## config.mk

```make
export PLATFORM = sky130hd
export DESIGN_NAME = rank_pwr_ctrl
export DESIGN_NICKNAME = d
export VERILOG_FILES = /design/src/rtl/rank_pwr_pkg.sv /design/src/rtl/rank_evt_counter.sv /design/src/rtl/rank_down_timer.sv /design/src/rtl/rank_pwr_fsm.sv /design/src/rtl/rank_pwr_ctrl.sv
export SDC_FILE = /design/constraint.sdc
export NUM_CORES = 1
export LEC_CHECK = 0
export BUFFER_PORTS_ARGS = -buffer_cell sky130_fd_sc_hd__buf_2
export CORE_ASPECT_RATIO = 1.75
export CORE_MARGIN = 2
export CORE_UTILIZATION = 47
export DETAILED_ROUTE_END_ITERATION = 7
export PLACE_DENSITY = 0.76
export REMOVE_ABC_BUFFERS = 1
export SYNTH_ARGS = -nofsm -noshare
export SYNTH_HDL_FRONTEND = slang
export SYNTH_SLANG_ARGS = --single-unit
```

## constraint.sdc

```tcl
create_clock -name clk -period 3.85 [get_ports clk]
set_input_delay 0.77 -clock clk [delete_from_list [all_inputs] [get_ports clk]]
set_output_delay 0.77 -clock clk [all_outputs]
set_load 0.005 [all_outputs]
```

## src/rtl/rank_pwr_pkg.sv

```systemverilog
package rank_pwr_pkg;

  typedef enum logic [2:0] {
    PS_IDLE   = 3'd0,
    PS_REF    = 3'd1,
    PS_SREF   = 3'd2,
    PS_PRE_PD = 3'd3,
    PS_ACT    = 3'd4,
    PS_ACT_PD = 3'd5
  } pwr_state_e;

  // rank must leave sleep: any read, or writes when the bus turns to write
  function automatic logic wake_needed(input logic rd_any, input logic wr_any,
                                       input logic bus_wr);
    return rd_any || (bus_wr && wr_any);
  endfunction

  // asleep, or refreshing on the way to self-refresh
  function automatic logic is_low_power(input pwr_state_e st, input logic from_pd);
    return (st == PS_PRE_PD) || (st == PS_ACT_PD) || (st == PS_SREF) ||
           ((st == PS_REF) && from_pd);
  endfunction

endpackage

```

## src/rtl/rank_evt_counter.sv

```systemverilog
module rank_evt_counter #(
  parameter int EVW = 4
) (
  input  logic           clk,
  input  logic           rst_n,
  input  logic           inc_evt,
  input  logic           inc_ref,
  input  logic           dec_evt,
  input  logic           dec_ref,
  output logic [EVW-1:0] count
);

  localparam logic [EVW+1:0] MAXV = {2'b00, {EVW{1'b1}}};

  function automatic logic [EVW-1:0] step(input logic [EVW-1:0] c,
                                          input logic [1:0] up,
                                          input logic [1:0] dn);
    logic [EVW+1:0] t;
    t = {2'b00, c} + {{EVW{1'b0}}, up};
    if (t < {{EVW{1'b0}}, dn}) return '0;
    t = t - {{EVW{1'b0}}, dn};
    if (t > MAXV) return '1;
    return t[EVW-1:0];
  endfunction

  logic [1:0] ups, dns;
  assign ups = {1'b0, inc_evt} + {1'b0, inc_ref};
  assign dns = {1'b0, dec_evt} + {1'b0, dec_ref};

  always_ff @(posedge clk) begin
    if (!rst_n) count <= '0;
    else        count <= step(count, ups, dns);
  end

endmodule

```

## src/rtl/rank_down_timer.sv

```systemverilog
module rank_down_timer #(
  parameter int TW = 8
) (
  input  logic          clk,
  input  logic          rst_n,
  input  logic          load,
  input  logic [TW-1:0] load_val,
  output logic          expired
);

  logic [TW-1:0] cnt;

  always_ff @(posedge clk) begin
    if (!rst_n)          cnt <= '0;
    else if (load)       cnt <= load_val;
    else if (cnt != '0)  cnt <= cnt - 1'b1;
  end

  assign expired = (cnt == '0);

endmodule

```

## src/rtl/rank_pwr_fsm.sv

```systemverilog
module rank_pwr_fsm
  import rank_pwr_pkg::*;
(
  input  logic       clk,
  input  logic       rst_n,
  input  logic       wake,
  input  logic       entry_ok,
  input  logic       res_done,
  input  logic       cmd_ok,
  input  logic       req_act,
  input  logic       req_pre_all,
  input  logic       pd_req,
  input  logic       ref_start,
  input  logic       ref_done,
  output pwr_state_e state,
  output logic       from_pd,
  output logic       ref_accept,
  output logic       ref_finish,
  output logic       go_pd,
  output logic       go_sr,
  output logic       leave_pd,
  output logic       leave_sr,
  output logic       ref_ack,
  output logic       pd_enter,
  output logic       pd_exit,
  output logic       sr_enter,
  output logic       sr_exit
);

  pwr_state_e nxt;
  logic       from_pd_nxt;

  always_comb begin
    nxt         = state;
    from_pd_nxt = from_pd;
    ref_accept  = 1'b0;
    ref_finish  = 1'b0;
    go_pd       = 1'b0;
    go_sr       = 1'b0;
    leave_pd    = 1'b0;
    leave_sr    = 1'b0;
    case (state)
      PS_IDLE: begin
        if (ref_start && cmd_ok) begin
          nxt = PS_REF; ref_accept = 1'b1; from_pd_nxt = 1'b0;
        end else if (req_act && cmd_ok) begin
          nxt = PS_ACT;
        end else if (pd_req && entry_ok) begin
          nxt = PS_PRE_PD; go_pd = 1'b1;
        end
      end
      PS_PRE_PD: begin
        if (ref_start && cmd_ok) begin
          nxt = PS_REF; ref_accept = 1'b1; from_pd_nxt = 1'b1;
        end else if (wake && res_done) begin
          nxt = PS_IDLE; leave_pd = 1'b1;
        end
      end
      PS_REF: begin
        if (ref_done) begin
          ref_finish = 1'b1;
          if (from_pd && !wake) begin
            nxt = PS_SREF; go_sr = 1'b1;
          end else begin
            nxt = PS_IDLE;
          end
          from_pd_nxt = 1'b0;
        end
      end
      PS_SREF: begin
        if (wake && res_done) begin
          nxt = PS_IDLE; leave_sr = 1'b1;
        end
      end
      PS_ACT: begin
        if (req_pre_all) begin
          nxt = PS_IDLE;
        end else if (pd_req && entry_ok) begin
          nxt = PS_ACT_PD; go_pd = 1'b1;
        end
      end
      PS_ACT_PD: begin
        if (wake && res_done) begin
          nxt = PS_ACT; leave_pd = 1'b1;
        end
      end
      default: nxt = PS_IDLE;
    endcase
  end

  always_ff @(posedge clk) begin
    if (!rst_n) begin
      state    <= PS_IDLE;
      from_pd  <= 1'b0;
      ref_ack  <= 1'b0;
      pd_enter <= 1'b0;
      pd_exit  <= 1'b0;
      sr_enter <= 1'b0;
      sr_exit  <= 1'b0;
    end else begin
      state    <= nxt;
      from_pd  <= from_pd_nxt;
      ref_ack  <= ref_accept;
      pd_enter <= go_pd;
      pd_exit  <= leave_pd;
      sr_enter <= go_sr;
      sr_exit  <= leave_sr;
    end
  end

endmodule

```

## src/rtl/rank_pwr_ctrl.sv

```systemverilog
module rank_pwr_ctrl
  import rank_pwr_pkg::*;
#(
  parameter int QW  = 4,
  parameter int EVW = 4,
  parameter int TW  = 8
) (
  input  logic           clk,
  input  logic           rst_n,
  input  logic [QW-1:0]  rd_pending,
  input  logic [QW-1:0]  wr_pending,
  input  logic           bus_next_wr,
  input  logic           evt_issue,
  input  logic           evt_done,
  input  logic           req_act,
  input  logic           req_pre_all,
  input  logic           pd_req,
  input  logic           ref_start,
  input  logic           ref_done,
  input  logic [TW-1:0]  cfg_min_res,
  input  logic [TW-1:0]  cfg_pd_exit,
  input  logic [TW-1:0]  cfg_sr_exit,
  output logic [2:0]     pwr_state,
  output logic           low_power,
  output logic           cmd_ready,
  output logic [EVW-1:0] evt_count,
  output logic           ref_ack,
  output logic           pd_enter,
  output logic           pd_exit,
  output logic           sr_enter,
  output logic           sr_exit
);

  // named internal events, visible to the bound checker
  logic       wake_req;
  logic       entry_ok;
  logic       res_done;
  logic       ref_accept;
  logic       ref_finish;
  logic       go_pd, go_sr, leave_pd, leave_sr;
  logic       from_pd;
  pwr_state_e state;
  logic [TW-1:0] exit_len;

  assign wake_req = wake_needed(rd_pending != '0, wr_pending != '0, bus_next_wr);
  assign entry_ok = (rd_pending == '0) && (evt_count == '0);
  assign exit_len = leave_sr ? cfg_sr_exit : cfg_pd_exit;

  rank_pwr_fsm u_fsm (
    .clk        (clk),
    .rst_n      (rst_n),
    .wake       (wake_req),
    .entry_ok   (entry_ok),
    .res_done   (res_done),
    .cmd_ok     (cmd_ready),
    .req_act    (req_act),
    .req_pre_all(req_pre_all),
    .pd_req     (pd_req),
    .ref_start  (ref_start),
    .ref_done   (ref_done),
    .state      (state),
    .from_pd    (from_pd),
    .ref_accept (ref_accept),
    .ref_finish (ref_finish),
    .go_pd      (go_pd),
    .go_sr      (go_sr),
    .leave_pd   (leave_pd),
    .leave_sr   (leave_sr),
    .ref_ack    (ref_ack),
    .pd_enter   (pd_enter),
    .pd_exit    (pd_exit),
    .sr_enter   (sr_enter),
    .sr_exit    (sr_exit)
  );

  rank_evt_counter #(.EVW(EVW)) u_evt (
    .clk    (clk),
    .rst_n  (rst_n),
    .inc_evt(evt_issue),
    .inc_ref(ref_accept),
    .dec_evt(evt_done),
    .dec_ref(ref_finish),
    .count  (evt_count)
  );

  // residency timer: armed on entry to any sleep mode
  rank_down_timer #(.TW(TW)) u_res (
    .clk     (clk),
    .rst_n   (rst_n),
    .load    (go_pd || go_sr),
    .load_val(cfg_min_res),
    .expired (res_done)
  );

  // exit quiet timer: armed on leaving any sleep mode
  rank_down_timer #(.TW(TW)) u_exit (
    .clk     (clk),
    .rst_n   (rst_n),
    .load    (leave_pd || leave_sr),
    .load_val(exit_len),
    .expired (cmd_ready)
  );

  assign pwr_state = state;
  assign low_power = is_low_power(state, from_pd);

endmodule

```

==> out/metrics.cfg, run 1 <==
[synth]
synth.area.top_cells = dfxtp_1 29%, nor2_1 5.6%, ha_1 4.3%, mux2i_1 4.0%, a21oi_1 3.5%
ys.flop_type = dfxtp_1
synth-edff-count = 0
syn_inst = 245
synth-seq-cells = 29
synth.avg_cell_area_um2 = 8.248
synth-async-reset-ratio_pct = 0
synth_warnings = 0
synth_area_um2 = 2021
synth_top_area_share_pct = 28.73
synth_cell_type_count = 55
synth_seq_area_share_pct = 28.73
synth_top_area_cell = dfxtp_1

[final_layout]
fin_nets = 359
diodes = 0
fillCellCount = 392
layout_commonest_cell = buf_2
final_cell_mix = 55 x buf_2, 30 x nor2_1, 29 x dfxtp_1
area_growth_pct = 23.72
drive_gt1_share_pct = 30.10

[route]
drcViolationCount = 0
dr.pass1.iters = 5
wl_per_cell_um = 13.87
ant_nets = 0
dr.first_iter.drc_count = 53
wl_um = 4964
vias = 2023
drt-vias-per-instance = 5.651

[sta]
fin_crit_ns = 3.658
rsz0062_at_grt = false
finalCritPeriodShare_pct = 95.02
setup_violations = 0
max_freq_mhz = 273.4
max_slew_margin_pct = 37.86
fin_skew_ns = 0.006008
fin_ws_ns = 0.1919
finalMaxSlewViolations = 0
hold_viol_final = 0
worst_pin_slew_ns = 0.9286

[floorplanning]
die_area_um2 = 4860
initial_core_util_pct = 48.69
die_h_um = 90.74
std_cell_rows = 31
coreArea_um2 = 4150
dieWidth_um = 53.57
io_pins = 56

[placed_design]
port_buffers = 55
dp_slack_ns = -0.2672
gp_congestion = 0.9121
dpl.hpwl_um = 3845

[power_and_ir_drop]
p_per_area_nw_per_um2 = 775.5
ir_drop_mv = 0.5091
power_mw = 1.939
p_leak_nw = 1.122

[global_routing]
track_usage_pct = 21.58
grt_pass1_vias = 1852
grt_max_degree = 17
overflow = 0
antenna_found_initial = 0
grt_pass1_wl_um = 7914

[clocking]
clk_pin_slew_worst_paths_ns = 0.07
postCtsHoldBufs = 0
cts_made_buffers = 5
cts_max_level = 2
insertion_delay_ns = 0.28
cts_buffer_depth = 2
root_buffer = clkbuf_8
cts_tree = yes
cts_setup_buffers = 0
cts_sinks = 29

[worst_setup_path]
worst_setup_path_end_kind = flip-flop
critPathMaxFanout = 5
critPathKind = primary input to flip-flop
worstPathArrival_ns = 3.81
critical_path_required_ns = 4.00
worstSetupStartpointType = primary input

[outcome]
status = completed

[min_path]
hp-class = flip-flop to flip-flop

[run]
cap_violations = 0

-- per-stage QoR --
| stage | util [%] | hold slack [ns] | instance area [um^2] | cells | TNS, ns |
|---|---|---|---|---|---|
| after floorplan | - | 0.4622 | 1969 | 236 | 0 |
| after global placement | 57.37 | 0.4895 | 2381 | 350 | -0.08665 |
| after detailed placement | 57.37 | 0.4905 | 2381 | 350 | -0.2756 |
| after CTS | 59.36 | 0.5041 | 2464 | 358 | 0 |
| after global routing | 60.24 | 0.5327 | 2500 | 358 | 0 |
| final | 60.24 | 0.5004 | 2500 | 358 | 0 |
-- registers in the layout, indices dropped and copies added (netlist names) --
| name | cells |
|---|---|
| u_fsm.pd_exit | 1 |
| u_evt.count | 4 |
| u_fsm.ref_ack | 1 |
| u_fsm.sr_exit | 1 |
| u_fsm.pd_enter | 1 |
| u_fsm.sr_enter | 1 |
| u_fsm.from_pd | 1 |
| u_fsm.state | 3 |
| u_res.cnt | 8 |
| u_exit.cnt | 8 |
-- path summary, 6_finish.rpt --
check | start | to | slack, ns | cells after the start
setup / recovery | ref_start | u_evt.count[3] | 0.19 | 14
hold / removal | u_fsm.from_pd | u_fsm.from_pd | 0.50 | 2
setup reg to reg | u_exit.cnt[0] | u_evt.count[3] | 0.22 | 15
hold reg to reg | u_fsm.from_pd | u_fsm.from_pd | 0.50 | 2
-- cell usage after synthesis (all sizes together), types with 8 or more instances --
library cell and count:
a211oi 13, a21oi 14, dfxtp 29, inv 13
mux2i 8, nand2 18, nor2 33, nor2b 8
nor3 9, o21ai 13
-- critical path, cell delays in order --
cell       delay, ns
buf_2           0.10
nor4bb_4        0.27
buf_4           0.15
nand2_1         0.07
or4_4           0.51
fa_2            0.36
inv_1           0.06
ha_1            0.23
ha_1            0.28
nor2b_1         0.15
nor3_4          0.31
mux2_1          0.36
nor2_1          0.12
a2111oi_2       0.07
-- repair_timing --
item / in CTS / in global routing
endpoints found under the hold margin: 0 / 0
setup endpoints to repair: 0 / 1
gates resized for setup: 0 / 8
-- cell type report --
type,count,area (um^2),share of cell area [%]
inverter,14,52.55,2.102
clock inverter,2,10.01,0.4004
clock buffer,6,72.57,2.903
timing repair buffer,65,350.3,14.01
multi-input combinational,193,1373,54.90
sequential,29,580.6,23.22
tap,49,61.31,2.452
-- routing by layer --
layer / up-vias / track usage (%) / part of all wire (%)
li1: 1006 / - / -
met1: 944 / 25.08 / 39
met2: 65 / 35.70 / 54
met3: 8 / 4.139 / 4.5
met4: 0 / 11.11 / 2.0
met5: - / 0 / 0
-- logic make-up (layout without fill, tap and decap cells) --
kind of cell    after synthesis  after routing  synth area share, %
xor+xnor                     12             12                5.201
buf+inv                      23             87                5.139
mux                           9              9                4.520
compound gates               58             58                21.61
fa+ha+maj                     9              9                6.316
simple gates                105            105                28.48
flops                        29             29                28.73
-- power by group --
group          leakage, nW  total [mW]  switching [mW]  internal (mW)
combinational        0.839        1.17           0.621          0.546
clock               0.0450       0.241           0.116          0.125
sequential           0.238       0.530           0.133          0.397
No activity file was read; power rests on OpenSTA's default activity.
==> run 2: changes to the inputs <==
--- a/config.mk
+++ b/config.mk
@@ -8,9 +8,9 @@
 export BUFFER_PORTS_ARGS = -buffer_cell sky130_fd_sc_hd__buf_2
 export CORE_ASPECT_RATIO = 1.75
 export CORE_MARGIN = 2
-export CORE_UTILIZATION = 47
+export CORE_UTILIZATION = 52
 export DETAILED_ROUTE_END_ITERATION = 7
-export PLACE_DENSITY = 0.76
+export PLACE_DENSITY = 0.79
 export REMOVE_ABC_BUFFERS = 1
 export SYNTH_ARGS = -nofsm -noshare
 export SYNTH_HDL_FRONTEND = slang
==> constraint.sdc (replaced) <==
create_clock -name clk -period 3.9 [get_ports clk]
set_input_delay 0.78 -clock clk [delete_from_list [all_inputs] [get_ports clk]]
set_output_delay 0.78 -clock clk [all_outputs]
set_load 0.005 [all_outputs]
==> run 2 against run 1 <==
Compared with the run above: power up 0.26%; routed wire length up 1.8%; utilization up 5.7 points; setup slack better by 0.051 ns; clock-buffer cell count up 1; register-to-register slack better by 0.06 ns; largest cell class unchanged; non-clock buffer count down 2.
==> out/metrics.cfg, run 2 (synthesis gave the netlist of run 1 again) <==
[sta]
hold_viol_final = 0  ; unchanged
worst_pin_slew_ns = 0.6748  ; -0.2539 ns
finalMaxSlewViolations = 0  ; unchanged
finalCritPeriodShare_pct = 93.76
max_slew_margin_pct = 54.75  ; +17 points
fin_skew_ns = 0.004380  ; -0.001628 ns
fin_ws_ns = 0.2433  ; +0.05135 ns
rsz0062_at_grt = false
max_freq_mhz = 273.5
hold_ws_ns = 0.5018  ; +0.001390 ns
fin_crit_ns = 3.657
setup_tns_ns = 0  ; unchanged
setup_violations = 0  ; unchanged

[run]
cap_violations = 0  ; unchanged

[min_path]
min_from = u_fsm.from_pd
hp-class = flip-flop to flip-flop

[floorplanning]
initial_core_util_pct = 53.30  ; +4.6 points
dieWidth_um = 51.12  ; -4.6%
coreArea_um2 = 3791  ; -8.7%
die_h_um = 86.47  ; -4.7%
io_pins = 56  ; unchanged
die_area_um2 = 4420  ; -9.1%
std_cell_rows = 30  ; -3.2%

[worst_setup_path]
worstPathArrival_ns = 3.83  ; +0.02 ns
cpMaxStageDelayCell = or4_4
critical_path_required_ns = 4.07  ; +0.07 ns
critPathKind = primary input to flip-flop
worst_setup_path_end_kind = flip-flop
crit_path_start = ref_start
critPathMaxFanout = 5  ; unchanged
worstPathCellList = buf_2, nor4bb_4, buf_4, nand2_1, or4_4, fa_2, inv_1, ha_1, ha_1, nor2b_1, nor3_4, xor2_1, nor2_1, a2111oi_1
cp_common_cell = ha_1
worstSetupStartpointType = primary input
r2r-start = u_exit.cnt[1]
slowest_delay_ns = 0.51  ; about the same

[power_and_ir_drop]
p_sw_mw = 0.8601  ; -1.2%
power_mw = 1.944  ; +0.26%
p_leak_nw = 1.121  ; -0.10%
p_per_area_nw_per_um2 = 778.0  ; +0.31%
p_int_mw = 1.084  ; +1.4%
ir_drop_mv = 0.4630  ; -9.1%
swShare_pct = 44.25  ; -0.65 points
p_seq_share_pct = 27.1  ; -0.3 points
power_frac_clock_pct = 14.3  ; +1.9 points
p_comb_share_pct = 58.6  ; -1.6 points

[clocking]
cts_setup_buffers = 0  ; unchanged
cts_made_buffers = 5  ; unchanged
cts_buffer_depth = 2  ; unchanged
cts_sinks = 29  ; unchanged
cts_tree = yes
cts_max_level = 2  ; unchanged
root_buffer = clkbuf_8
clk_pin_slew_worst_paths_ns = 0.07  ; about the same
insertion_delay_ns = 0.28  ; about the same

[route]
wl_per_cell_um = 14.24  ; +2.7%
wl_um = 5054  ; +1.8%
drcViolationCount = 0  ; unchanged
drt-vias-per-instance = 5.721  ; +1.2%
dr.pass1.iters = 4  ; -1
dr.first_iter.drc_count = 45  ; -15%
ant_nets = 0  ; unchanged
vias = 2031  ; +0.40%

[placed_design]
port_buffers = 55  ; unchanged
gp_congestion = 0.8757  ; -4.0%
dp_slack_ns = -0.1455  ; +0.1216 ns
dpl.hpwl_um = 3762  ; -2.2%

[final_layout]
fin_nets = 357  ; -0.56%
drive_gt1_share_pct = 29.97  ; -0.13 points
layout_commonest_cell = buf_2
final_cell_mix = 55 x buf_2, 30 x nor2_1, 28 x dfxtp_1
diodes = 0  ; unchanged
area_growth_pct = 23.65  ; about the same
largest_registers = u_exit.cnt x8, u_res.cnt x8, u_evt.count x4

[global_routing]
grt_max_degree = 17  ; unchanged
overflow = 0  ; unchanged
grt_pass1_wl_um = 8376  ; +5.8%
antenna_found_initial = 0  ; unchanged
track_usage_pct = 24.88  ; +3.3 points
grt_pass1_vias = 1928  ; +4.1%

[outcome]
status = completed

[run 2: per-stage QoR]
stage	instances	util, %	area (um^2)
after detailed placement	347	62.38	2365
after floorplan	236	-	1969
after global routing	355	65.91	2499
final	355	65.91	2499
after CTS	355	65.05	2466
after global placement	347	62.38	2365
[run 2: worst paths after layout]
kind / end / slack, ns / cells past startpoint
hold / removal: u_fsm.from_pd / 0.50 / 2
hold reg to reg: u_fsm.from_pd / 0.50 / 2
setup / recovery: u_evt.count[3] / 0.24 / 14
setup reg to reg: u_evt.count[3] / 0.28 / 15
[run 2: power groups by stage]
| stage | Clock (mW) | Combinational (mW) | Sequential (mW) |
|---|---|---|---|
| 2_1_floorplan | 0 | 0.814 | 0.504 |
| 3_3_place_gp | 0 | 1.06 | 0.520 |
| 3_5_place_dp | 0 | 1.09 | 0.520 |
| 4_1_cts | 0.285 | 1.10 | 0.518 |
| 5_1_grt | 0.299 | 1.28 | 0.544 |
| 6_report | 0.279 | 1.14 | 0.526 |
[run 2: final cells by class]
class                   instances  area (um^2)
multi-input cells             193         1368
flip-flops and latches         29        581.8
fillers                       357         1292
inverters                      14        52.55
clock buffers                   7        96.34
clock inverters                 1        5.005
well taps                      48        60.06
repair buffers                 63        335.3
[run 2: routing by layer]
layer  GRT usage (%)  wire, um  vias to the layer above
li1                -         -                      998
met1           27.01      1828                      940
met2           43.68      2776                       72
met3           5.000       232                       21
met4           14.00       216                        0
met5               0         0                        -
[run 2: worst max-delay path, delay by kind of cell]
kind,cells,cell delay (ns)
buffers and inverters,3,0.31
and+or+nand+nor,6,1.32
adders and majority gates,3,0.89
xor gates and xnor gates,1,0.18
AOI/OAI and AO/OA,1,0.35
[run 2: timing repair]
action | CTS | global route
endpoints found under the setup margin | 0 | 2
gates resized for setup | 0 | 8
hold endpoints to repair | 0 | 0
hold buffers | 0 | 0
